==> src/rtl/dws_pkg.sv <==
`timescale 1ns/1ps
package dws_pkg;

    // Micro-sequence position; the order of these steps is the behaviour.
    typedef enum logic [3:0] {
        ST_IDLE,
        ST_SLOT_HI,    // address register <- frame + index + 1
        ST_WR_HI,      // data register <- cached top, issue write
        ST_RD_NOS,     // SP--, address <- SP, issue read
        ST_WAIT_NOS,   // read data lands in data register
        ST_WR_LO,      // address <- frame + index, issue write
        ST_RD_TOS,     // SP--, address <- SP, issue read
        ST_WAIT_TOS,   // read data lands in data register
        ST_LOAD_TOS    // cached top <- data register, finish
    } step_e;

    typedef enum logic [1:0] {
        MAR_KEEP,
        MAR_SLOT_HI,
        MAR_SLOT_LO,
        MAR_SP_DEC
    } mar_src_e;

    // Control word emitted for each step.
    typedef struct packed {
        mar_src_e mar_src;
        logic     sp_dec;
        logic     mdr_from_tos;
        logic     issue_wr;
        logic     issue_rd;
        logic     tos_from_mdr;
        logic     finish;
    } uop_t;

    function automatic step_e advance(input step_e s, input logic go);
        step_e n;
        case (s)
            ST_IDLE:     n = go ? ST_SLOT_HI : ST_IDLE;
            ST_SLOT_HI:  n = ST_WR_HI;
            ST_WR_HI:    n = ST_RD_NOS;
            ST_RD_NOS:   n = ST_WAIT_NOS;
            ST_WAIT_NOS: n = ST_WR_LO;
            ST_WR_LO:    n = ST_RD_TOS;
            ST_RD_TOS:   n = ST_WAIT_TOS;
            ST_WAIT_TOS: n = ST_LOAD_TOS;
            default:     n = ST_IDLE;
        endcase
        return n;
    endfunction

    function automatic uop_t decode_step(input step_e s);
        uop_t u;
        u              = '0;
        u.mar_src      = MAR_KEEP;
        case (s)
            ST_SLOT_HI:  u.mar_src = MAR_SLOT_HI;
            ST_WR_HI: begin
                u.mdr_from_tos = 1'b1;
                u.issue_wr     = 1'b1;
            end
            ST_RD_NOS, ST_RD_TOS: begin
                u.sp_dec   = 1'b1;
                u.mar_src  = MAR_SP_DEC;
                u.issue_rd = 1'b1;
            end
            ST_WR_LO: begin
                u.mar_src  = MAR_SLOT_LO;
                u.issue_wr = 1'b1;
            end
            ST_LOAD_TOS: begin
                u.tos_from_mdr = 1'b1;
                u.finish       = 1'b1;
            end
            default: ;
        endcase
        return u;
    endfunction

endpackage

==> src/rtl/dws_sequencer.sv <==
`timescale 1ns/1ps
module dws_sequencer
    import dws_pkg::*;
(
    input  logic  clk,
    input  logic  rst,
    input  logic  start,
    output step_e step,
    output uop_t  uop,
    output logic  busy
);

    step_e step_q;

    always_ff @(posedge clk) begin
        if (rst) step_q <= ST_IDLE;
        else     step_q <= advance(step_q, start);
    end

    assign step = step_q;
    assign busy = (step_q != ST_IDLE);
    assign uop  = decode_step(step_q);

endmodule

==> src/rtl/dws_addr_unit.sv <==
`timescale 1ns/1ps
module dws_addr_unit #(
    parameter int AW = 16,
    parameter int IW = 8
) (
    input  logic [AW-1:0] lv,
    input  logic [AW-1:0] sp,
    input  logic [IW-1:0] idx,
    output logic [AW-1:0] slot_lo,
    output logic [AW-1:0] slot_hi,
    output logic [AW-1:0] sp_less
);

    logic [AW-1:0] idx_ext;

    generate
        if (IW < AW) begin : g_pad
            assign idx_ext = {{(AW-IW){1'b0}}, idx};
        end else begin : g_cut
            assign idx_ext = idx[AW-1:0];
        end
    endgenerate

    assign slot_lo = lv + idx_ext;
    assign slot_hi = slot_lo + AW'(1);
    assign sp_less = sp - AW'(1);

endmodule

==> src/rtl/dws_datapath.sv <==
`timescale 1ns/1ps
module dws_datapath
    import dws_pkg::*;
#(
    parameter int AW = 16,
    parameter int DW = 32
) (
    input  logic          clk,
    input  logic          rst,
    input  uop_t          uop,
    input  logic          busy,
    input  logic          ld,
    input  logic [AW-1:0] sp_in,
    input  logic [AW-1:0] lv_in,
    input  logic [DW-1:0] tos_in,
    input  logic [AW-1:0] slot_lo,
    input  logic [AW-1:0] slot_hi,
    input  logic [AW-1:0] sp_less,
    input  logic [DW-1:0] mem_rdata,
    output logic [AW-1:0] sp_q,
    output logic [AW-1:0] lv_q,
    output logic [DW-1:0] tos_q,
    output logic [AW-1:0] mar_q,
    output logic [DW-1:0] mdr_q,
    output logic          wr_q,
    output logic          rd_q,
    output logic          done_q
);

    always_ff @(posedge clk) begin
        if (rst) begin
            sp_q   <= '0;
            lv_q   <= '0;
            tos_q  <= '0;
            mar_q  <= '0;
            mdr_q  <= '0;
            wr_q   <= 1'b0;
            rd_q   <= 1'b0;
            done_q <= 1'b0;
        end else begin
            wr_q   <= uop.issue_wr;
            rd_q   <= uop.issue_rd;
            done_q <= uop.finish;

            if (ld && !busy) begin
                sp_q  <= sp_in;
                lv_q  <= lv_in;
                tos_q <= tos_in;
            end else begin
                if (uop.sp_dec)       sp_q  <= sp_less;
                if (uop.tos_from_mdr) tos_q <= mdr_q;
            end

            case (uop.mar_src)
                MAR_SLOT_HI: mar_q <= slot_hi;
                MAR_SLOT_LO: mar_q <= slot_lo;
                MAR_SP_DEC:  mar_q <= sp_less;
                default:     mar_q <= mar_q;
            endcase

            // Read data is captured at the edge that closes the strobe cycle.
            if (rd_q)                  mdr_q <= mem_rdata;
            else if (uop.mdr_from_tos) mdr_q <= tos_q;
        end
    end

endmodule

==> src/rtl/dwstore_seq.sv <==
`timescale 1ns/1ps
module dwstore_seq
    import dws_pkg::*;
#(
    parameter int AW = 16,
    parameter int DW = 32,
    parameter int IW = 8
) (
    input  logic          clk,
    input  logic          rst,
    input  logic          start,
    input  logic [IW-1:0] idx_in,
    input  logic          ld,
    input  logic [AW-1:0] sp_in,
    input  logic [AW-1:0] lv_in,
    input  logic [DW-1:0] tos_in,
    input  logic [DW-1:0] mem_rdata,
    output logic [AW-1:0] mem_addr,
    output logic [DW-1:0] mem_wdata,
    output logic          mem_wr,
    output logic          mem_rd,
    output logic          done,
    output logic [AW-1:0] sp_o,
    output logic [AW-1:0] lv_o,
    output logic [DW-1:0] tos_o
);

    step_e         step;
    uop_t          uop;
    logic          busy;
    logic [IW-1:0] ibr_q;
    logic [AW-1:0] slot_lo, slot_hi, sp_less;
    logic [AW-1:0] sp_q, lv_q, mar_q;
    logic [DW-1:0] tos_q, mdr_q;
    logic          wr_q, rd_q, done_q;

    // Instruction byte register: the index is frozen for the whole sequence.
    always_ff @(posedge clk) begin
        if (rst)                ibr_q <= '0;
        else if (start && !busy) ibr_q <= idx_in;
    end

    dws_sequencer u_seq (
        .clk   (clk),
        .rst   (rst),
        .start (start),
        .step  (step),
        .uop   (uop),
        .busy  (busy)
    );

    dws_addr_unit #(.AW(AW), .IW(IW)) u_addr (
        .lv      (lv_q),
        .sp      (sp_q),
        .idx     (ibr_q),
        .slot_lo (slot_lo),
        .slot_hi (slot_hi),
        .sp_less (sp_less)
    );

    dws_datapath #(.AW(AW), .DW(DW)) u_dp (
        .clk       (clk),
        .rst       (rst),
        .uop       (uop),
        .busy      (busy),
        .ld        (ld),
        .sp_in     (sp_in),
        .lv_in     (lv_in),
        .tos_in    (tos_in),
        .slot_lo   (slot_lo),
        .slot_hi   (slot_hi),
        .sp_less   (sp_less),
        .mem_rdata (mem_rdata),
        .sp_q      (sp_q),
        .lv_q      (lv_q),
        .tos_q     (tos_q),
        .mar_q     (mar_q),
        .mdr_q     (mdr_q),
        .wr_q      (wr_q),
        .rd_q      (rd_q),
        .done_q    (done_q)
    );

    assign mem_addr  = mar_q;
    assign mem_wdata = mdr_q;
    assign mem_wr    = wr_q;
    assign mem_rd    = rd_q;
    assign done      = done_q;
    assign sp_o      = sp_q;
    assign lv_o      = lv_q;
    assign tos_o     = tos_q;

endmodule

==> config.mk <==
export PLATFORM = sky130hd
export DESIGN_NAME = dwstore_seq
export DESIGN_NICKNAME = d
export VERILOG_FILES = /design/src/rtl/dws_pkg.sv /design/src/rtl/dws_sequencer.sv /design/src/rtl/dws_addr_unit.sv /design/src/rtl/dws_datapath.sv /design/src/rtl/dwstore_seq.sv
export SDC_FILE = /design/constraint.sdc
export NUM_CORES = 1
export LEC_CHECK = 0
export ABC_AREA = 1
export BUFFER_PORTS_ARGS = -buffer_cell sky130_fd_sc_hd__buf_2
export CAP_MARGIN = 40
export CORE_UTILIZATION = 48
export DETAILED_ROUTE_END_ITERATION = 10
export PLACE_DENSITY = 0.76
export SYNTH_ARGS = -nofsm -noshare
export SYNTH_HDL_FRONTEND = slang
export SYNTH_HIERARCHICAL = 1
export SYNTH_SLANG_ARGS = --single-unit
export TNS_END_PERCENT = 1
==> constraint.sdc <==
create_clock -name clk -period 2.55 [get_ports clk]
set_input_delay 0.51 -clock clk [delete_from_list [all_inputs] [get_ports clk]]
set_output_delay 0.51 -clock clk [all_outputs]
set_load 0.1 [all_outputs]
# After elaboration in Yosys (flattened, before gate mapping)
# Cells that the tools add are included.
# word_totals
reg_bits,127
elab_cells,49
out_inout_bits,115
# classes
reduce_logical,11
muxes,14
addsub,3
eq_ne,11
# ops
operator,count
2-to-1 mux 32 bit,4
one-hot mux 16 bit (3 select lines),1
2-to-1 mux 16 bit,2
one-hot mux 4 bit (8 select lines),1
adder 16 x 1 -> 16 bit (second input constant),1
adder 16 x 8 -> 16 bit,1
equality test 4 x 3 -> 1 bit (second input constant),4
subtractor 16 x 1 -> 16 bit (second input constant),1
equality test 4 x 2 -> 1 bit (second input constant),2
one-hot mux 2 bit (3 select lines),1
nonzero test 2 bit,3
equality test 2 bit (second input constant),2
equality test 4 x 1 -> 1 bit (second input constant),1
equality test 4 bit (second input constant),1
zero test 4 bit,1
2-to-1 mux 1 bit,4
nonzero test 4 bit,1
OR reduction 2 bit,2
nonzero test 3 bit,1
equality test 2 x 1 -> 1 bit (second input constant),1
logical AND 1 bit,2
2-to-1 mux 2 bit,1
zero test 1 bit,1

# Logic depth before layout (Yosys ltp)
# Gate-level depths: netlist of the first run.
# logic_depth
depth_word,5
mapped_depth,21
mapped_depth_nobuf,20

# By module
# Netlist of the first run, hierarchy kept.
# modules_own_cells
mod,n_inst,cells_per_inst,area_each_um2,seq_area_each_um2
dws_datapath,1,905,5667.9,2302.2
dws_addr_unit,1,286,1447.6,0.0
dwstore_seq,1,53,354.1,160.2
dws_sequencer,1,37,231.5,80.1

# Worst setup path before layout of the first run
# No wires, ideal clock.
# synth_path
path_kind,register -> register
start,register u_dp.lv_q[0]
end,register u_dp.mar_q[14]
path_slack_ns,-0.377
path_stages_with_launch,17
n_path_buf,0
t_required_ns,2.431
arrival_ns,2.808
path_cell_list,dfxtp_1 -> ha_1 -> fa_1 -> ha_1 -> inv_1 -> nor2_1 -> nand3_1 -> nor2_1 -> nand2_1 -> nor2_4 -> nand3_1 -> nand2_1 -> inv_1 -> nand2_1 -> nand2_1 -> nor2_1 -> nor2_1
# synth_via
elab_chain_cells,3
# synth_rtl
item,line_no,text
start: declaration,dws_datapath.sv:21,"output logic [AW-1:0] lv_q,"
start signal: assignment,dws_datapath.sv:47,lv_q <= lv_in;
adder 16 x 8 -> 16 bit,dws_addr_unit.sv:24,assign slot_lo = lv + idx_ext;
named net slot_lo[1],dwstore_seq.sv:32,"logic [AW-1:0] slot_lo, slot_hi, sp_less;"
adder 16 x 1 -> 16 bit,dws_addr_unit.sv:25,assign slot_hi = slot_lo + AW'(1);
named net slot_hi[14],dwstore_seq.sv:32,
one-hot mux 16 bit (3 select lines),dws_datapath.sv:54,case (uop.mar_src)
end signal: assignment,dws_datapath.sv:55,MAR_SLOT_HI: mar_q <= slot_hi;
end signal: assignment,dws_datapath.sv:56,MAR_SLOT_LO: mar_q <= slot_lo;
end signal: assignment,dws_datapath.sv:57,MAR_SP_DEC: mar_q <= sp_less;
end: declaration,dws_datapath.sv:23,"output logic [AW-1:0] mar_q,"
# The timed path passes the listed nets, and every way through them passes these cells.
# A chain may end at the register's enable or synchronous reset.

# Worst setup path in the final report of the first run
# layout_path
start,register u_dp.lv_q[0]
end,register u_dp.mar_q[13]
# Same word-level chain as after synthesis.

==> results of run 1 <==
-- final cells by class --
class / instances / area, um^2 / share of cell area [%]
multi-input cells: 901 / 4280 / 43.9
inverters: 180 / 676 / 6.93
diodes: 2 / 5.00 / 0.0513
clock inverters: 14 / 206 / 2.12
well taps: 211 / 264 / 2.71
flip-flops and latches: 127 / 2560 / 26.2
repair buffers: 245 / 1330 / 13.6
clock buffers: 18 / 429 / 4.40
-- cell families (layout without fill, tap and decap cells) --
kind of cell | Yosys count | count (layout) | share of synthesized area, %
AO/OA/AOI/OAI | 101 | 101 | 6.64
XOR/XNOR | 24 | 24 | 2.83
adder cells (fa/ha/maj) | 11 | 11 | 1.88
buffers and inverters | 253 | 457 | 13.3
flip-flops | 127 | 127 | 33.0
other | 0 | 2 | 0
AND/OR/NAND/NOR | 765 | 765 | 42.3
-- timing repair --
action	4_1_cts	5_1_grt
endpoints found under the hold margin	0	0
gates resized for setup	0	38
setup endpoints to repair	0	9
setup buffers	0	5
-- worst reg2reg max path, delay by kind of cell, from the launching register on --
family,cells,cell delay [ps]
adders and majority gates,2,600
buffers and inverters,1,110
DFF,1,360
and+or+nand+nor,15,1250
-- per-stage QoR --
stage                     setup TNS (ps)  total power [W]  hold WS, ps
after floorplan                        0          0.00457          459
after global routing                -169          0.00810          350
after CTS                              0          0.00769          327
after detailed placement               0          0.00508          478
after global placement                 0          0.00506          472
final                                  0          0.00773          344
-- routing by layer --
layer	global-route usage, %	wire, um	vias up
li1	-	-	4364
met1	34.5	9610	3903
met2	45.8	10900	376
met3	6.03	1840	40
met4	10.0	462	0
met5	0	0	-
-- layout by cell type (no fill, tap or decap), types with 2 or more instances in the layout --
cell	count
buf_4	20
diode_2	2
nand2_1	378
bufinv_16	4
inv_2	6
nand4_1	11
nor2_2	11
ha_1	6
nor2_1	111
nor3_1	4
nor2_4	6
inv_1	173
clkinv_4	3
a21oi_1	67
buf_12	2
clkinvlp_4	3
nand3b_1	2
nand3_1	216
inv_6	3
ha_4	3
clkbuf_16	17
dfxtp_1	118
o21ai_0	31
nand2_4	2
nand3_2	2
buf_2	222
xnor2_1	6
nand2_2	18
dfxtp_2	8
xor2_1	16
-- final timing paths --
check               startpoint             end  slack (ps)
hold reg to reg   u_dp/lv_q[6]    u_dp/lv_q[6]         490
hold / removal       lv_in[15]   u_dp/lv_q[15]         340
setup / recovery  u_dp/lv_q[0]  u_dp/mar_q[13]         140
setup reg to reg  u_dp/lv_q[0]  u_dp/mar_q[13]         140
-- sequential cells by signal, indices dropped and copies added, names as in the netlist --
name	flops
ibr_q	8
u_dp/done_q	1
u_dp/lv_q	16
u_dp/mar_q	16
u_dp/mdr_q	32
u_dp/rd_q	1
u_dp/sp_q	16
u_dp/tos_q	32
u_dp/wr_q	1
u_seq/step	4
-- power by group through the flow --
stage	clock network, W	registers (W)	logic (W)
final	0.00261	0.00236	0.00276
after global routing	0.00275	0.00239	0.00296
after CTS	0.00264	0.00236	0.00270
after detailed placement	0	0.00240	0.00269
after global placement	0	0.00239	0.00267
after floorplan	0	0.00358	0.000996
==> out/summary.md, run 1 <==
The worst hold path passes through 3 cells. During placement, the flow inserted port buffers numbering 222. The least setup slack across all paths after layout is 135 ps. The type of the most critical hold path is primary input to register. The yosys synthesis warning count was 6; the x dimension of the die was 129 um. The maximum clock frequency is 414 MHz, and the average wire per cell in the routed design is 13.4 um. The run gives 15.7 mm as the HPWL after detailed placement. Fraction of the yosys area taken by sequential cells: 33.0%. The post-place instance area was 8930 um^2; the total of flip-flops plus latches after synthesis was 127. In the routed layout, each cell is associated on average with a via count of 5.11. The logs give 4 for the maximum level of the CTS H-tree and 63.2% for the final design utilization. CTS root buffer: clkbuf_16.

The flow ran to the end, and the final reports show no timing, DRC or antenna violations. The routed layout has 8,683 vias. The number of antenna violations at the first check in global routing is 2. In this run the cell area of the synthesized design comes to 7700 um^2. The synthesized design spends more area on one cell type than any other, namely dfxtp_1.

Each instance of the synthesized netlist takes up on average 6.01 um^2. Entering global routing, the biggest net connects 69 pins. The data required time at the worst endpoint was 2850 ps; the leakage power summed over all cells was 5.36 nW. Most used cell along the critical path: nand2_1. STA classifies the critical path endpoint as a register. The signal on the critical path passes through ha_4, fa_2, nand2_1, nand2_1, nand3_1, nand2_2, nand2_2, nand2_2, inv_2, nand3_4, nor2_4, nand3_1, nand2_1, nand2_1, nand2_1, nand2_1, nor2_1, nor2_1.

The critical path's largest stage delay was 440 ps; the maximum clock insertion buffer count was 2. Highest fanout seen on the critical path: 5. The clock period minus final worst setup slack is 2410 ps, and the share of the cycle needed by the critical path after routing is 94.7%. In this run, synthesis inferred 0 flip-flops with an integrated enable. The worst pin sits at a relative slew slack of 52.5%.

Critical setup path kind: register to register. In this run, placement finished with an instance count of 1,659. The critical path arrival came out at 2720 ps. Clock-pin slew was measured on the worst setup and hold paths at 60 ps. The share of total power consumed by net switching was 42.6%. Type of origin of the critical path: a register. Setup repair after global routing could not meet its margin everywhere. For the number of max-slew violations in the final report, the log shows 0. Across the run, the number of max-cap violations was 0. The worst clock skew was 8.73 ps. TritonCTS built the clock tree. For the remaining design rule violation count, the log shows 0. Counting cells, the worst reg-to-reg path comes to 18. The number of buffers inserted for hold repair after clock tree synthesis came out at 0. The critical path runs through a total of 18 cells.

Across the VDD grid, the largest voltage drop is 0.517 mV. The run gives 30.6% as the proportion of power drawn by flip-flops and latches. Global routing used 27.4% of the available tracks across all layers. The relative area change from synthesis to final layout was 26.6%.

The most used flip-flop cell after synthesis was dfxtp_1. Number of buffers created by CTS: 17. On the critical path, the stage with the largest delay is an instance of fa_2.

The final layout contains routed wiring with a total length of 22.8 mm. For the number of global-route vias before repair, the log shows 7,537. In the synthesized netlist, the cells that appear most often are nand2_1, nand3_1, inv_1. Total grt overflow: 0. The total setup violations reported at the end of the flow was 0; the height of the die was 129 um. In this run the remaining antenna-violating nets after routing total 0.

The number of buffer and inverter instances along the worst setup path is 1, and the placer congestion estimate is 0.918. The first routing iteration left 730 violations. The detailed-router iteration count before antenna repair was 5; the area of the core was 15,400 um^2. The leading cell type by number of instances after synthesis was nand2_1.

The final layout contains 1,591 nets. The die covers 16,600 um^2. The clock net in this run drives a total of 127 sinks. The cell count after synthesis came out at 1,281. Critical path's top delay family: simple AND/OR/NAND/NOR gates. Per report_power, the combinational group accounts for 35.7% of the total. For the pin with the worst max-slew slack, the measured transition is 712 ps. The synthesized netlist net count is 1,400, and the share of power burned in the clock network is 33.7%. The top-area cell type share of the netlist area is 33.0%, and the number of non-filler instances in the completed layout is 1,698.

The design area is 9750 um^2. The number of filler instances in the final layout was 1,517; the share of flip-flops with an asynchronous set or reset after synthesis was 0%. The final count of hold timing violations was 0. Cells with a size suffix above 1 make up 22.8% of the layout. The tools report the number of distinct library cell variants in the gate-level netlist after synthesis as 33. Clock latency on the worst-skew pair: 420 ps.

For the switching power, the log shows 0.00330 W. 223 I/O pins were placed. After synthesis, the cell types taking the most area are dfxtp_1, nand2_1, nand3_1. The initial core utilization is 49.9%, and the total power per unit cell area is 793 nW/um^2.

The floorplan has 45 rows. Cell internal power was estimated by the tool at 0.00444 W. OpenSTA, run right after detailed placement, puts the worst setup slack at 61.6 ps.

The run gives 36.1 mm as the global-route wire length before repair.
Power figures use the tool's default switching activity.
==> run 2: changes to the inputs <==
==> constraint.sdc (replaced) <==
create_clock -name clk -period 2.55 [get_ports clk]
set_input_delay 0.51 -clock clk [delete_from_list [all_inputs] [get_ports clk]]
set_output_delay 0.51 -clock clk [all_outputs]
set_load 0.01 [all_outputs]
==> run 2 against run 1 <==
Non-clock buffer count up 3. Wire length decreased by 2.1%. Setup slack lost 17 ps. Power fell by 20%. Global-route usage about the same. Utilization down 0.87 points.
==> out/summary.md, run 2 (synthesis results as in run 1) <==
The x dimension of the die is 129 um. The type of the most critical hold path was primary input to register. Critical setup path kind: register to register. The average wire per cell in the routed design is 13.1 um, and the via count is 8,527. Max-cap violations in this run came to 0. The largest registers in the layout are u_dp/mdr_q (32), u_dp/tos_q (32). The worst vdd rail ir drop is 0.513 mV. The routed design has 22.3 mm of wire. The first global-routing pass estimated 36.1 mm of wire. The signal on the critical path passes through ha_4, fa_2, ha_4, inv_1, nor2_2, nand3_2, nor2_2, nand2_2, nor2_4, nand3_2, nand2_1, inv_1, nand2_1, nand2_1, nor2_1, nor2_1. The tools report the number of antenna violations at the first check in global routing as 2. Derived from the worst setup path, the maximum achievable clock frequency is 411 MHz. The critical path's largest stage delay came out at 580 ps.

The most used cell along the critical path is nand2_1. The clock reaches the later pin of the worst-skew pair after 420 ps. The type of origin of the critical path was a register.

The placement row count is 45. The total setup violations reported at the end of the flow is 0. The die is 129 um tall.

In this run the worst path has a maximum fanout of 5. The number of global-route vias before repair is 7,510, and the clock period minus final worst setup slack is 2430 ps. Cells with a size suffix above 1 make up 21.8% of the layout. For this run the aggregate overflow at the end of global routing stands at 0.

The average vias per placed instance came out at 5.02. The top cell types in the final layout, fill and taps aside, are nand2_1, buf_2, nand3_1, inv_1, dfxtp_1. The residual antenna-violating net count after detailed routing came out at 0. The tools report the CTS root buffer as clkbuf_16. The number of nets at the end of the flow is 1,594. The logs give 0 for the number of max-slew violations in the final report and 57.2% for the headroom to the max-slew limit. The run gives 15.7 mm as the HPWL after detailed placement. At the pin with the least slew margin, the transition time is 643 ps. Initial core utilization: 49.9%.

Port buffering added 222 buffers. The number of buffers created by CTS was 17. The run finished with clean final reports. Number of buffers inserted for hold repair after clock tree synthesis: 0. Measured on the finished design, the core utilization comes to 62.3%. The completed layout was analyzed and its total power is 0.00621 W. For the die footprint, the log shows 16,600 um^2. Placer congestion estimate: 0.899. Among all stages on the critical path, the largest delay is contributed by fa_2. The run gives 0 as the final count of hold timing violations. In this run the power density over the cells is 646 nW/um^2. The tools report the maximum level of the CTS H-tree as 4.

Entering global routing, the biggest net connects 57 pins. The logs give 7 for the detailed-router iteration count before antenna repair and 127 for the clock sink count. For this run, design rule violations remaining after detail routing come to 0. The library cell used most frequently in the layout, excluding fill and tap cells, is nand2_1. For the final routed database, the setup TNS stands at 0 ps. TritonCTS built the clock tree.

The area of the core came out at 15,400 um^2. The clock arrives with 5.44 ps of skew. Setup repair after global routing could not meet its margin everywhere.

The count of pins on the block boundary is 223, and the share of the cycle needed by the critical path after routing is 95.4%. The register clock-pin slew on the reported worst setup and hold paths is 60 ps, and the critical path arrival is 2730 ps. For the aggregate global-route resource usage, the log shows 27.3%. Compared with the post-synthesis result, the final layout area differs by 24.9%. The leakage power summed over all cells is 5.32 nW, and the minimum hold slack is 346 ps. The endpoint type of the worst setup path was a register.

The maximum clock insertion buffer count was 2; the number of buffer and inverter instances along the worst setup path was 2. The critical path's top delay family was simple AND/OR/NAND/NOR gates. After the first detailed-routing iteration, the DRC count stood at 710. The data required time at the worst endpoint was 2850 ps.
## run 2: area by class of cell
class / count / area, um^2
sequential: 127 / 2540
clock buffer: 21 / 460
fill: 1516 / 5810
inverter: 180 / 676
antenna: 2 / 5.00
timing repair buffer: 248 / 1330
tap: 211 / 264
clock inverter: 10 / 88.8
multi-input combinational: 901 / 4240
## run 2: power by group
| group | switching [W] | internal (W) |
|---|---|---|
| Combinational | 0.000998 | 0.000597 |
| Sequential | 0.000180 | 0.00218 |
| Clock | 0.000879 | 0.00138 |
| Total | 0.00206 | 0.00415 |
## run 2: layer usage
layer | global-route usage, % | wire (um)
met1 | 36.1 | 9850
met5 | 0 | 0
met4 | 8.10 | 362
met3 | 6.15 | 1540
met2 | 44.5 | 10600
## run 2: worst paths after layout
check / start / end / slack, ps / depth (start not counted)
setup / recovery: u_dp/lv_q[0] / u_dp/mar_q[14] / 120 / 16
hold reg to reg: u_dp/tos_q[19] / u_dp/tos_q[19] / 500 / 2
setup reg to reg: u_dp/lv_q[0] / u_dp/mar_q[14] / 120 / 16
hold / removal: lv_in[5] / u_dp/lv_q[5] / 350 / 3
## run 2: stage by stage
stage,worst slack (ps),cell area (um^2),instances
after floorplan,113,7700,1281
after global placement,118,8890,1661
after detailed placement,53.4,8930,1663
after CTS,38.7,9480,1694
after global routing,-44.5,9620,1700
final,118,9620,1700
## run 2: what timing repair did
item	in CTS	in global routing
endpoints found under the setup margin	0	9
buffers inserted	0	4
gates resized for setup	0	27
## run 2: tightest hold or removal path: cells and delay by family
kind,cells,cell delay (ps)
AND/OR/NAND/NOR,1,80
AO/OA/AOI/OAI,1,70
buffers and inverters,1,70
==> run 3: changes to the inputs <==
--- a/config.mk
+++ b/config.mk
@@ -8,9 +8,10 @@
 export ABC_AREA = 1
 export BUFFER_PORTS_ARGS = -buffer_cell sky130_fd_sc_hd__buf_2
 export CAP_MARGIN = 40
-export CORE_UTILIZATION = 48
+export CORE_UTILIZATION = 35
 export DETAILED_ROUTE_END_ITERATION = 10
-export PLACE_DENSITY = 0.76
+export PLACE_DENSITY = 0.58
+export SLEW_MARGIN = 20
 export SYNTH_ARGS = -nofsm -noshare
 export SYNTH_HDL_FRONTEND = slang
 export SYNTH_HIERARCHICAL = 1
==> run 3 against run 2 <==
Final cell count rose by 4.2%. Setup slack improved by 6.6 ps. Worst hold slack got worse by 13 ps. First-iteration DRC count fell by 35%. Power rose by 2.9%. Clock power rose by 5%. Wire length rose by 9.1%. Global-route usage fell by 5.6 points. Flip-flop and latch count did not move. Non-clock buffer count rose by 6. Combinational power rose by 4%. Die area rose by 37%. Critical path type unchanged. Largest cell class unchanged. Largest power group is now clock. Highest routed layer is now met5.
==> out/summary.md, run 3 (synthesis results as in run 1) <==
Timing startpoint of the critical path: ibr_q[0]. The data required time at the worst endpoint was 2920 ps; the number of non-filler instances in the completed layout was 1,771. The initial utilization of the core area, before any placement, comes to 36.2%.

The number of antenna violations at the first check in global routing is 3, and the placer congestion estimate is 0.884. In this run, the combinational gates consume 25.8% of the power. The run gives 21,300 um^2 as the area of the core.

The internal portion of total power came out at 0.00410 W. The floorplan has 53 rows. Share of the cycle needed by the critical path after routing: 95.1%. The largest registers in the layout are u_dp/mdr_q (32), u_dp/tos_q (32). The via count is 8,479. For the pin with the worst max-slew slack, the measured transition is 650 ps. The CTS root buffer is clkbuf_16. The tools report the worst clock skew as 12.0 ps.

The area growth from synthesis to layout is 27.5%. The total setup violations reported at the end of the flow came out at 0. The critical setup path kind was register to register. The height of the die came out at 150 um. Data on the critical path arrives at its endpoint at 2790 ps. The die is 150 um wide. The logs give 56.6% for the headroom to the max-slew limit and 465 for the initial DRC count.

The worst setup slack after placement is 64.8 ps, and the number of buffers created by CTS is 17. The startpoint identified for the worst register-to-register timing path is ibr_q[0]. The endpoint type of the worst setup path was a register. Sequential cells account for 36.9% of the total power. The remaining design rule violation count is 0, and the highest fanout seen on the critical path is 5. Proportion of layout cells with a drive suffix above 1: 23.0%.

The global-route wire length before repair was 38.5 mm. The worst-case IR drop observed on VDD is 0.407 mV. The placed instance count came out at 1,727. For the least setup slack across all paths after layout, the log shows 125 ps.

Of the total power, the share spent switching nets is 35.8%. The number of buffers inserted for hold repair after clock tree synthesis was 0. In this run the deepest clock path goes through 2 buffers. For flop-to-flop paths, the worst setup slack is 120 ps.

After clock tree synthesis, the clock-pin slew on the worst setup and hold paths is 70 ps. The run gives 0.00639 W as the power consumption. The worst hold path begins at lv_in[15]. Max-cap violations in this run came to 0.

The clock period minus final worst setup slack is 2430 ps. The number of global-route vias before repair was 7,610. The tools report the share of power burned in the clock network as 37.3%.

TritonCTS built the clock tree. The number of max-slew violations in the final report was 0. The most common cell after layout, fill and taps aside is nand2_1. 223 I/O pins were placed.

Entering global routing, the biggest net connects 56 pins. The HPWL after detailed placement was 17.4 mm; the residual antenna-violating net count after detailed routing was 0. Global routing consumed, over all layers together, 21.7% of the routing resources. The count of buffers from port buffering came out at 222.

In this run the power density over the cells is 650 nW/um^2. The tightest min-delay check is of the primary input to register type. After detailed routing, the number of vias per cell comes to 4.79. The total grt overflow was 0. The flow ran to the end, and the final reports show no timing, DRC or antenna violations.

The first TritonRoute pass finished after 5 iterations. The logs give 1,600 for the number of nets at the end of the flow and 24.3 mm for the total wire length after detailed routing. Setup repair after global routing could not meet its margin everywhere. The tools report the final count of hold timing violations as 0. The average wire per cell in the routed design is 13.7 um.

The H-tree generated during clock tree synthesis spans 4 levels. The floorplan step defined a die boundary enclosing 22,600 um^2. Leaving out fill and tap cells, the most frequent cells in the layout are nand2_1, buf_2, nand3_1, inv_1, dfxtp_1.

The clock sink count was 127; the leakage power summed over all cells was 5.37 nW. The type of origin of the critical path was a register. In this run the power spent charging and discharging nets is 0.00229 W.

Clock latency on the worst-skew pair, taken at its later pin, is 430 ps. Static timing analysis puts the maximum clock frequency at 412 MHz.
==> run 3: cell types whose count changed in the layout (fill, tap and decap cells not counted), moves of 3 or more <==
cell and change:
clkinv_2 -3, inv_8 +4, inv_6 +6, buf_6 +3
==> run 3: cell type report <==
type	count	area [um^2]
fill	2355	11500
multi-input combinational	901	4290
sequential	127	2540
timing repair buffer	254	1400
inverter	180	676
clock buffer	17	425
tap	275	344
clock inverter	15	143
antenna	2	5.00
==> run 3: per-layer routing <==
layer | up-vias | track usage [%] | share of wire [%]
met5 | - | 0 | 0.094
met3 | 27 | 5.33 | 5.6
met4 | 4 | 6.57 | 1.6
met1 | 3842 | 27.3 | 45
li1 | 4399 | - | -
met2 | 207 | 36.4 | 48
==> run 3: worst max-delay path: stages (launching register included) <==
cell and delay (ps):
dfxtp_2 330, ha_4 160, fa_2 590, buf_6 120
nand2_2 50, nor2_4 100, nand2_2 70, nor2_4 140
nand3_4 110, nor2_4 170, buf_6 120, xor2_1 140
nand2_1 70, nand2_1 70, nor2_1 40, nor2_1 80
==> run 3: per-stage QoR <==
| stage | hold WS (ps) | TNS [ps] | utilization [%] | instance area [um^2] |
|---|---|---|---|---|
| 2_1_floorplan | 459 | 0 | - | 7700 |
| 3_3_place_gp | 473 | 0 | 42.3 | 9000 |
| 3_5_place_dp | 487 | 0 | 42.3 | 9010 |
| 4_1_cts | 318 | 0 | 45.0 | 9580 |
| 5_1_grt | 329 | -118 | 46.1 | 9820 |
| 6_report | 333 | 0 | 46.1 | 9820 |
==> run 3: final timing paths <==
check                   end  cells after the start
max reg2reg   u_dp/mar_q[9]                     15
min           u_dp/lv_q[15]                      3
max           u_dp/mar_q[9]                     15
min reg2reg  u_dp/tos_q[17]                      2
==> run 3: power groups by stage <==
stage / registers (W) / logic [W] / clock network [W]
global route: 0.00238 / 0.00187 / 0.00253
CTS: 0.00235 / 0.00158 / 0.00244
detailed placement: 0.00240 / 0.00158 / 0
floorplan: 0.00243 / 0.000994 / 0
finish: 0.00236 / 0.00165 / 0.00238
global placement: 0.00240 / 0.00156 / 0
==> run 3: what timing repair did <==
| item | CTS | global route |
|---|---|---|
| endpoints found under the setup margin | 0 | 8 |
| buffers inserted | 0 | 9 |
| resized for setup | 0 | 41 |
